--- src/rtl/irq_agg_pkg.sv ---
package irq_agg_pkg;

    // Decoded kind of register access in the current cycle
    typedef enum logic [2:0] {
        ACC_NONE,
        ACC_RD_ID,
        ACC_RD_MASK,
        ACC_WR_MASK,
        ACC_WR_ID,
        ACC_OTHER
    } acc_kind_e;

endpackage

--- src/rtl/irq_src_sampler.sv ---
module irq_src_sampler #(
    parameter int NUM_LINES = 16
) (
    input  logic                 clk,
    input  logic                 rst_n,
    input  logic [NUM_LINES-1:0] lines_in,
    output logic [NUM_LINES-1:0] src_q
);

    // One flop per request line; the level is taken as is, with no edge logic
    always_ff @(posedge clk or negedge rst_n) begin
        if (!rst_n) begin
            src_q <= '0;
        end else begin
            src_q <= lines_in;
        end
    end

endmodule

--- src/rtl/irq_mask_reg.sv ---
module irq_mask_reg #(
    parameter int              NUM_LINES = 16,
    parameter logic [15:0]     MASK_RST  = 16'h0010
) (
    input  logic                 clk,
    input  logic                 rst_n,
    input  logic                 wr_en,
    input  logic [NUM_LINES-1:0] wr_data,
    output logic [NUM_LINES-1:0] mask_q
);

    localparam logic [NUM_LINES-1:0] RST_VAL = MASK_RST[NUM_LINES-1:0];

    always_ff @(posedge clk or negedge rst_n) begin
        if (!rst_n) begin
            mask_q <= RST_VAL;
        end else if (wr_en) begin
            mask_q <= wr_data;
        end
    end

    // without a write strobe the mask keeps its value
    p_mask_hold_r6: assert property (@(posedge clk) disable iff (!rst_n)
        !wr_en |=> $stable(mask_q));

endmodule

--- src/rtl/irq_lowest_encoder.sv ---
module irq_lowest_encoder #(
    parameter int NUM_LINES = 16,
    parameter int IDX_W     = $clog2(NUM_LINES + 1),
    parameter int CODE_W    = IDX_W + 2
) (
    input  logic                 clk,
    input  logic                 rst_n,
    input  logic [NUM_LINES-1:0] pend,
    output logic [CODE_W-1:0]    code
);

    logic [NUM_LINES-1:0] seen;   // seen[i]: some line below i is pending
    logic [NUM_LINES-1:0] grant;  // one-hot lowest pending line

    assign seen[0] = 1'b0;

    for (genvar i = 0; i < NUM_LINES; i++) begin : g_line
        assign grant[i] = pend[i] & ~seen[i];
        if (i < NUM_LINES - 1) begin : g_chain
            assign seen[i+1] = seen[i] | pend[i];
        end
    end

    always_comb begin
        code = '0;
        for (int i = 0; i < NUM_LINES; i++) begin
            if (grant[i]) begin
                code = code | {IDX_W'(i + 1), 2'b00};
            end
        end
    end

    // at most one line is selected, and one is selected whenever any is pending
    p_grant_onehot_r3: assert property (@(posedge clk) disable iff (!rst_n)
        $onehot0(grant));
    p_grant_present_r3: assert property (@(posedge clk) disable iff (!rst_n)
        (|pend) |-> (code != '0));

endmodule

--- src/rtl/irq_aggregator.sv ---
module irq_aggregator #(
    parameter int          NUM_LINES = 16,
    parameter int          DATA_W    = 16,
    parameter int          ADDR_W    = 4,
    parameter logic [15:0] MASK_RST  = 16'h0010,
    parameter int          ID_OFS    = 0,
    parameter int          MASK_OFS  = 2
) (
    input  logic                 clk,
    input  logic                 rst_n,
    input  logic [NUM_LINES-1:0] irq_in,
    input  logic                 reg_en,
    input  logic                 reg_we,
    input  logic [ADDR_W-1:0]    reg_addr,
    input  logic [DATA_W-1:0]    reg_wdata,
    output logic [DATA_W-1:0]    reg_rdata,
    output logic                 irq_out
);

    import irq_agg_pkg::*;

    localparam int IDX_W  = $clog2(NUM_LINES + 1);
    localparam int CODE_W = IDX_W + 2;
    localparam logic [ADDR_W-1:0] ID_A   = ADDR_W'(ID_OFS);
    localparam logic [ADDR_W-1:0] MASK_A = ADDR_W'(MASK_OFS);

    logic [NUM_LINES-1:0] src_q;
    logic [NUM_LINES-1:0] mask_q;
    logic [NUM_LINES-1:0] pend;
    logic [CODE_W-1:0]    code;
    logic [DATA_W-1:0]    rdata_q;
    acc_kind_e            acc;

    irq_src_sampler #(.NUM_LINES(NUM_LINES)) u_src (
        .clk      (clk),
        .rst_n    (rst_n),
        .lines_in (irq_in),
        .src_q    (src_q)
    );

    irq_mask_reg #(.NUM_LINES(NUM_LINES), .MASK_RST(MASK_RST)) u_mask (
        .clk     (clk),
        .rst_n   (rst_n),
        .wr_en   (acc == ACC_WR_MASK),
        .wr_data (reg_wdata[NUM_LINES-1:0]),
        .mask_q  (mask_q)
    );

    assign pend = src_q & mask_q;

    irq_lowest_encoder #(.NUM_LINES(NUM_LINES), .IDX_W(IDX_W), .CODE_W(CODE_W)) u_enc (
        .clk   (clk),
        .rst_n (rst_n),
        .pend  (pend),
        .code  (code)
    );

    // Access decode
    always_comb begin
        if (!reg_en) begin
            acc = ACC_NONE;
        end else if (reg_addr == ID_A) begin
            acc = reg_we ? ACC_WR_ID : ACC_RD_ID;
        end else if (reg_addr == MASK_A) begin
            acc = reg_we ? ACC_WR_MASK : ACC_RD_MASK;
        end else begin
            acc = ACC_OTHER;
        end
    end

    // Read data register: loads on reads only, holds otherwise
    always_ff @(posedge clk or negedge rst_n) begin
        if (!rst_n) begin
            rdata_q <= '0;
        end else begin
            unique case (acc)
                ACC_RD_ID:   rdata_q <= DATA_W'(code);
                ACC_RD_MASK: rdata_q <= DATA_W'(mask_q);
                ACC_OTHER:   if (!reg_we) rdata_q <= '0;
                ACC_NONE, ACC_WR_MASK, ACC_WR_ID: ;
                default:     ;
            endcase
        end
    end

    assign reg_rdata = rdata_q;
    assign irq_out   = |pend;

    // with every request line low, the output is low one edge later
    p_quiet_r2: assert property (@(posedge clk) disable iff (!rst_n)
        (irq_in == '0) |=> !irq_out);
    // clearing the mask silences the output one edge later
    p_mask_clear_r2: assert property (@(posedge clk) disable iff (!rst_n)
        (reg_en && reg_we && reg_addr == MASK_A && reg_wdata == '0) |=> !irq_out);
    // identifier codes always have the two low bits clear
    p_code_align_r3: assert property (@(posedge clk) disable iff (!rst_n)
        (reg_en && !reg_we && reg_addr == ID_A) |=> (reg_rdata[1:0] == 2'b00));
    // reads at unused offsets return zero
    p_other_zero_r7: assert property (@(posedge clk) disable iff (!rst_n)
        (reg_en && !reg_we && reg_addr != ID_A && reg_addr != MASK_A) |=> (reg_rdata == '0));
    // read data holds while no read is issued
    p_rd_hold_r8: assert property (@(posedge clk) disable iff (!rst_n)
        !(reg_en && !reg_we) |=> $stable(reg_rdata));

endmodule

--- config.mk ---
export PLATFORM = sky130hd
export DESIGN_NAME = irq_aggregator
export DESIGN_NICKNAME = d
export VERILOG_FILES = /design/src/rtl/irq_agg_pkg.sv /design/src/rtl/irq_src_sampler.sv /design/src/rtl/irq_mask_reg.sv /design/src/rtl/irq_lowest_encoder.sv /design/src/rtl/irq_aggregator.sv
export SDC_FILE = /design/constraint.sdc
export NUM_CORES = 1
export LEC_CHECK = 0
export BUFFER_PORTS_ARGS = -buffer_cell sky130_fd_sc_hd__buf_2
export CAP_MARGIN = 0
export CORE_MARGIN = 1
export CORE_UTILIZATION = 30
export CTS_CLUSTER_DIAMETER = 30
export DETAILED_ROUTE_END_ITERATION = 6
export GPL_TIMING_DRIVEN = 0
export HOLD_SLACK_MARGIN = 0.1
export PLACE_DENSITY = 0.49
export SLEW_MARGIN = 20
export SYNTH_ARGS = -nofsm -noshare
export SYNTH_HDL_FRONTEND = slang
export SYNTH_SLANG_ARGS = --single-unit
--- constraint.sdc ---
create_clock -name clk -period 2.1 [get_ports clk]
set_input_delay 0.105 -clock clk [delete_from_list [all_inputs] [get_ports clk]]
set_output_delay 0.105 -clock clk [all_outputs]
set_load 0.02 [all_outputs]
==> flow_metrics.tcl, run 1 <==
set metrics [dict create \
    synth-async-reset-ratio_pct 100 \
    maxCapViolCount 0 \
    gp_congestion 0.722 \
    wl_per_cell_um 15.0 \
    synth_top_area_share_pct 60.1 \
    die_y_um 82.8 \
    clock_path_buffers 2 \
    finalCritPeriodShare_pct 91.0 \
    synth-xor-area-share_pct 0 \
    synth_common_cells "dfrtp_1, a22o_1, nand2_1" \
    r2r_cells 5 \
    min_from "reg_we" \
    drv_slew 0 \
    root_buffer "clkbuf_8" \
    setup_tns_ps 0 \
    insertion_delay_ps 290 \
    critPathMaxStageDelay_ps 440 \
    postRouteAntennaNets 0 \
    diodes 0 \
    r2r_setup_slack_ps 410 \
    critPathCaptureType "output pin" \
    synthCells 144 \
    peakVddDrop_mv 0.417 \
    drc 2 \
    synth_adder_area_share_pct 0 \
    vias 1565 \
    pwr-share-clk_pct 27.1 \
    hold_path_end "reg_rdata[6]$_DFFE_PN0P_" \
    violations "DRC" \
    status "finished, violations left" \
    power_density_nw_per_um2 750 \
    ys_top_cells_by_area "dfrtp_1, a22o_1, mux2_2, mux2_1, nand2_1" \
    drt_pass1_iterations 6 \
    cp.required_ps 2000 \
    whs_path_depth 4 \
    row_count 29 \
    grt_pass1_vias 1511 \
    worstPathMaxFanout 6 \
    clock.fmax_mhz 523 \
    critPathBufInv 2 \
    grt_overflow 0 \
    synth_top_family_by_area "compound AO/OA/AOI/OAI gates" \
    power.total_mw 2.08 \
    grtUsageTotal_pct 15.0 \
    post_cts_resized 0 \
    muxShareOfSynthArea_pct 9.20 \
    place_hpwl_mm 3.28 \
    grt_max_degree 49 \
    port_buffers 56 \
    cp-start-kind "register" \
    ys_seq_elements 48 \
    worst_path_max_delay_cell "a222oi_1" \
    cts_tree "yes" \
    hold_class "input pin to register" \
    numCtsBuffers 5 \
    initial_core_util_pct 31.0 \
    r2r_start "u_mask.mask_q[0]$_DFFE_PN0N_" \
    yosysMostFrequentCell "dfrtp_1" \
    die-area_um2 6850 \
    final_net_count 281 \
    synth_top_cell_by_area "dfrtp_1" \
    hold_viol 0 \
    skew_ps 5.08 \
    r2r_end "reg_rdata[5]$_DFFE_PN0P_" \
    ys_types 34 \
    fp.dieW_um 82.8 \
    h-tree-depth 2 \
    seq_power_share_pct 53.4 \
    cpLargestDelayFamily "compound AO/OA/AOI/OAI gates" \
    ys_seq_area_share_pct 61.4 \
    drt-initial-drc-count 94 \
    worst_pin_slew_ps 620 \
    grt_pass1_wl_mm 7.47 \
    antenna_found_initial 0 \
    path_cells "a222oi_1 > and3_1 > buf_4 > nand4_1 > buf_2" \
    synth_compound_area_share_pct 16.5 \
    p_sw_uw 570 \
    cts.sinks 48 \
    synthFlopType "dfrtp_1" \
    yosysWarnings 0 \
    syn-cell-area_um2 1960 \
    syn_avg_cell_area_um2 13.6 \
    internal-power_mw 1.50 \
    rsz0062_at_grt "no" \
    crit_arrival_ps 1810 \
    path_clk_slew_ps 80 \
    final_core_util_pct 43.9 \
    maxSlewHeadroom_pct 58.7 \
    pwr-share-comb_pct 19.5 \
    num-fill-cells 641 \
    syn_to_final_growth_pct 41.4 \
    swShare_pct 27.5 \
    fin_crit_ps 1910 \
    via_per_inst 4.91 \
    setup_viol 0 \
    power_leakage_nw 1.31 \
    drt-total-wl_mm 4.77 \
    synth_fp_nets 184 \
    synth-edff-count 0 \
    synth-simple-area-share_pct 10.8 \
    ios 57 \
    path_class "register to output pin" \
    coreArea_um2 6310 \
    drive_above_1_share_pct 34.7 \
]
==> power groups by stage <==
| stage | combinational (mW) | sequential [mW] | clock [mW] |
|---|---|---|---|
| CTS | 0.403 | 1.11 | 0.589 |
| global placement | 0.351 | 1.13 | 0 |
| finish | 0.404 | 1.11 | 0.563 |
| detailed placement | 0.356 | 1.13 | 0 |
| global route | 0.448 | 1.12 | 0.621 |
| floorplan | 0.216 | 1.12 | 0 |
==> cell usage in the layout (no fill, tap or decap), types with 2 or more instances in the layout <==
cell type / Yosys / routed
a21oi_1: 3 / 3
clkbuf_8: 0 / 6
nor3_1: 2 / 2
dfrtp_1: 47 / 47
dlygate4sd3_1: 0 / 33
a22o_1: 15 / 15
clkbuf_1: 3 / 4
a222oi_1: 4 / 4
buf_4: 1 / 3
and2_1: 3 / 3
buf_2: 2 / 57
and3_1: 2 / 2
mux2_2: 11 / 11
nand4b_1: 2 / 2
nor2b_1: 3 / 3
nand2_1: 13 / 13
a22oi_1: 5 / 5
mux2_1: 5 / 5
nand4_1: 3 / 3
o211ai_1: 3 / 3
a32o_1: 2 / 2
==> timing repair <==
action                                  CTS  global route
pin swaps                                 1             1
hold buffers                             33             0
endpoints found under the setup margin    1             1
hold endpoints to repair                 79             0
setup buffers                             0             1
==> final cells by class <==
cell class / count / area, um^2 / share of cell area (%)
multi-input cells: 89 / 716 / 25.8
well taps: 77 / 96.3 / 3.48
flip-flops and latches: 48 / 1200 / 43.4
clock buffers: 7 / 86.3 / 3.12
clock inverters: 1 / 7.51 / 0.271
plain buffers: 7 / 40.0 / 1.45
repair buffers: 90 / 621 / 22.4
==> stage by stage <==
stage | hold slack, ps | instance area, um^2 | std cells | worst slack, ps
floorplan | -191 | 1960 | 144 | 607
global placement | 213 | 2330 | 277 | 330
detailed placement | 214 | 2330 | 277 | 332
CTS | 142 | 2760 | 318 | 14.7
global route | 172 | 2770 | 319 | 73.9
finish | 151 | 2770 | 319 | 190
==> registers in the layout, indices dropped and copies added (netlist names) <==
register / flops
u_src.src_q: 16
reg_rdata: 16
u_mask.mask_q: 16
==> worst max path at each step <==
stage	to	slack [ps]	start	depth (start not counted)
floorplan	irq_out	610	u_mask.mask_q[0]$_DFFE_PN0N_	4
global placement	irq_out	330	u_mask.mask_q[0]$_DFFE_PN0N_	5
detailed placement	irq_out	330	u_mask.mask_q[0]$_DFFE_PN0N_	5
CTS	irq_out	10	u_mask.mask_q[0]$_DFFE_PN0N_	5
global route	irq_out	70	u_mask.mask_q[3]$_DFFE_PN0N_	5
finish	irq_out	190	u_mask.mask_q[3]$_DFFE_PN0N_	5
==> worst reg2reg max path: stages (launching register included) <==
cell and delay, ps:
dfrtp_1 430, a222oi_1 430, buf_4 190, nand2_1 40, a2111oi_1 370, a221o_1 170
==> kinds of logic after synthesis <==
kind of cell	count (synthesis)
compound gates	38
simple gates	35
flops	48
mux	16
buf+inv	7
==> routing by layer <==
layer	global-route usage, %	part of all wire, %
met1	20.9	47
met2	23.3	48
met3	3.06	3.5
met4	4.83	1.5
met5	0	0
No activity file was read; power rests on OpenSTA's default activity.
==> run 2: changes to the inputs <==
--- a/config.mk
+++ b/config.mk
@@ -9,11 +9,12 @@
 export CAP_MARGIN = 0
 export CORE_MARGIN = 1
 export CORE_UTILIZATION = 30
+export CTS_BUF_LIST = sky130_fd_sc_hd__clkbuf_8 sky130_fd_sc_hd__clkbuf_16
 export CTS_CLUSTER_DIAMETER = 30
 export DETAILED_ROUTE_END_ITERATION = 6
 export GPL_TIMING_DRIVEN = 0
 export HOLD_SLACK_MARGIN = 0.1
-export PLACE_DENSITY = 0.49
+export PLACE_DENSITY = 0.51
 export SLEW_MARGIN = 20
 export SYNTH_ARGS = -nofsm -noshare
 export SYNTH_HDL_FRONTEND = slang
==> constraint.sdc (replaced) <==
create_clock -name clk -period 1.7 [get_ports clk]
set_input_delay 0.085 -clock clk [delete_from_list [all_inputs] [get_ports clk]]
set_output_delay 0.085 -clock clk [all_outputs]
set_load 0.02 [all_outputs]
==> run 2 against run 1 <==
  * Final area up 3.8%
  * Non-clock buffer count up 11
  * Critical endpoint unchanged
  * Global-route usage up 0.28 points
  * Via count up 4.7%
  * The run ends with DRC, setup timing left
  * Largest power group unchanged
  * Clock power up 11%
  * Count of clock-buffer cells in the layout down 2
  * First-iteration DRC count down 35%
==> flow_metrics.tcl, run 2 (same netlist as run 1, synthesis figures left out) <==
set metrics [dict create \
    cp-start-kind "register" \
    die-area_um2 6850 \
    r2r_end "reg_rdata[5]$_DFFE_PN0P_" \
    diodes 0 \
    insertion_delay_ps 290 \
    final_net_count 292 \
    vias 1638 \
    ios 57 \
    drive_above_1_share_pct 38.3 \
    r2r_start "u_mask.mask_q[10]$_DFFE_PN0N_" \
    hold_class "input pin to register" \
    drv_slew 0 \
    worst_pin_slew_ps 592 \
    port_buffers 56 \
    peakVddDrop_mv 0.489 \
    setup_viol 1 \
    power_leakage_nw 1.38 \
    status "finished, violations left" \
    power_density_nw_per_um2 911 \
    rsz0062_at_grt "yes" \
    drt-total-wl_mm 4.83 \
    layout_setup_ws_ps -8.78 \
    dpl_cell_area_um2 2330 \
    numCtsBuffers 5 \
    clock_path_buffers 2 \
    drt_pass1_iterations 7 \
    path_class "register to output pin" \
    row_count 29 \
    syn_to_final_growth_pct 46.8 \
    critPathCaptureType "output pin" \
    whs_path_depth 4 \
    clock.fmax_mhz 585 \
    cts_tree "yes" \
    r2r_setup_slack_ps 80 \
    crit_arrival_ps 1620 \
    place_hpwl_mm 3.25 \
    hold_path_end "reg_rdata[6]$_DFFE_PN0P_" \
    worstPathMaxFanout 2 \
    finalCritPeriodShare_pct 101 \
    fp.dieW_um 82.8 \
    grt_overflow 0 \
    fin_crit_ps 1710 \
    cp.required_ps 1620 \
    critPathBufInv 1 \
    final_cell_mix "buf_2, dfrtp_1, dlygate4sd3_1, a22o_1, buf_4" \
    crit_cells 4 \
    grt_pass1_vias 1647 \
    postRouteAntennaNets 0 \
    antenna_found_initial 0 \
    drt-initial-drc-count 61 \
    path_clk_slew_ps 80 \
    root_buffer "clkbuf_8" \
    r2r_cells 5 \
    maxCapViolCount 0 \
    min_from "reg_we" \
    violations "DRC, setup timing" \
    place_ws_ps -68.1 \
    die_y_um 82.8 \
    cpLargestDelayFamily "compound AO/OA/AOI/OAI gates" \
    grt_max_degree 49 \
    via_per_inst 4.96 \
    path_cells "a222oi_1 > and3_1 > nand4_1 > buf_6" \
    hold_viol 0 \
    skew_ps 10.2 \
    cts.sinks 48 \
    h-tree-depth 2 \
    drc 2 \
    grtUsageTotal_pct 15.3 \
    gp_congestion 0.740 \
    critPathMaxStageDelay_ps 420 \
    design_area_um2 2870 \
    initial_core_util_pct 31.0 \
    coreArea_um2 6310 \
    grt_pass1_wl_mm 7.59 \
    worst_path_max_delay_cell "a222oi_1" \
    maxSlewHeadroom_pct 60.5 \
    wl_per_cell_um 14.6 \
    layout_commonest_cell "buf_2" \
]
==> run 2: cell count changes in the layout (fill, tap and decap cells not counted), sizes merged <==
cell,before,now
clkinvlp,1,0
buf,61,72
inv,0,2
clkinv,0,1
clkbuf,10,8
==> run 2: layout make-up <==
cell class | instances | area, um^2
tap | 77 | 96.3
timing repair buffer | 102 | 717
sequential | 48 | 1200
fill | 639 | 3440
clock buffer | 5 | 68.8
multi-input combinational | 89 | 744
clock inverter | 3 | 12.5
buffer | 6 | 32.5
==> run 2: how the worst max path moves through the flow <==
stage                                 startpoint  endpoint  slack [ps]
finish              u_mask.mask_q[0]$_DFFE_PN0N_   irq_out          -9
global route        u_mask.mask_q[0]$_DFFE_PN0N_   irq_out        -180
global placement    u_mask.mask_q[0]$_DFFE_PN0N_   irq_out         -70
CTS                     u_src.src_q[0]$_DFF_PN0_   irq_out        -120
detailed placement  u_mask.mask_q[0]$_DFFE_PN0N_   irq_out         -70
floorplan           u_mask.mask_q[0]$_DFFE_PN0N_   irq_out         230
==> run 2: worst min-delay path, stage by stage <==
cell	delay, ps
buf_2	100
nor2b_1	60
nor2_1	80
a21oi_1	40
==> run 2: per-stage QoR <==
step	cells	hold WS, ps	total power [mW]	util [%]	TNS [ps]
final	330	129	2.62	45.5	-8.78
after global routing	330	132	2.79	45.5	-199
after CTS	325	120	2.59	44.4	-115
after detailed placement	277	194	1.83	37.0	-120
after global placement	277	193	1.83	37.0	-158
after floorplan	144	-211	1.65	-	0
==> run 2: metal layers <==
| layer | up-vias | track usage [%] | routed length (um) |
|---|---|---|---|
| li1 | 772 | - | - |
| met1 | 799 | 20.4 | 2150 |
| met2 | 57 | 23.4 | 2330 |
| met3 | 10 | 3.28 | 263 |
| met4 | 0 | 7.41 | 88 |
| met5 | - | 0 | 0 |
==> run 2: timing repair <==
item                                    in CTS  in global routing
setup buffers                                7                  6
hold buffers                                33                  0
pin swaps                                    5                  6
gates resized for setup                      2                  5
endpoints found under the setup margin       4                  4
hold endpoints to repair                    79                  0
==> run 2: where the power goes <==
group | leakage (nW) | internal, mW | total, mW | switching [mW]
Clock | 0.0505 | 0.277 | 0.627 | 0.349
Combinational | 0.719 | 0.349 | 0.629 | 0.280
Sequential | 0.609 | 1.26 | 1.36 | 0.105
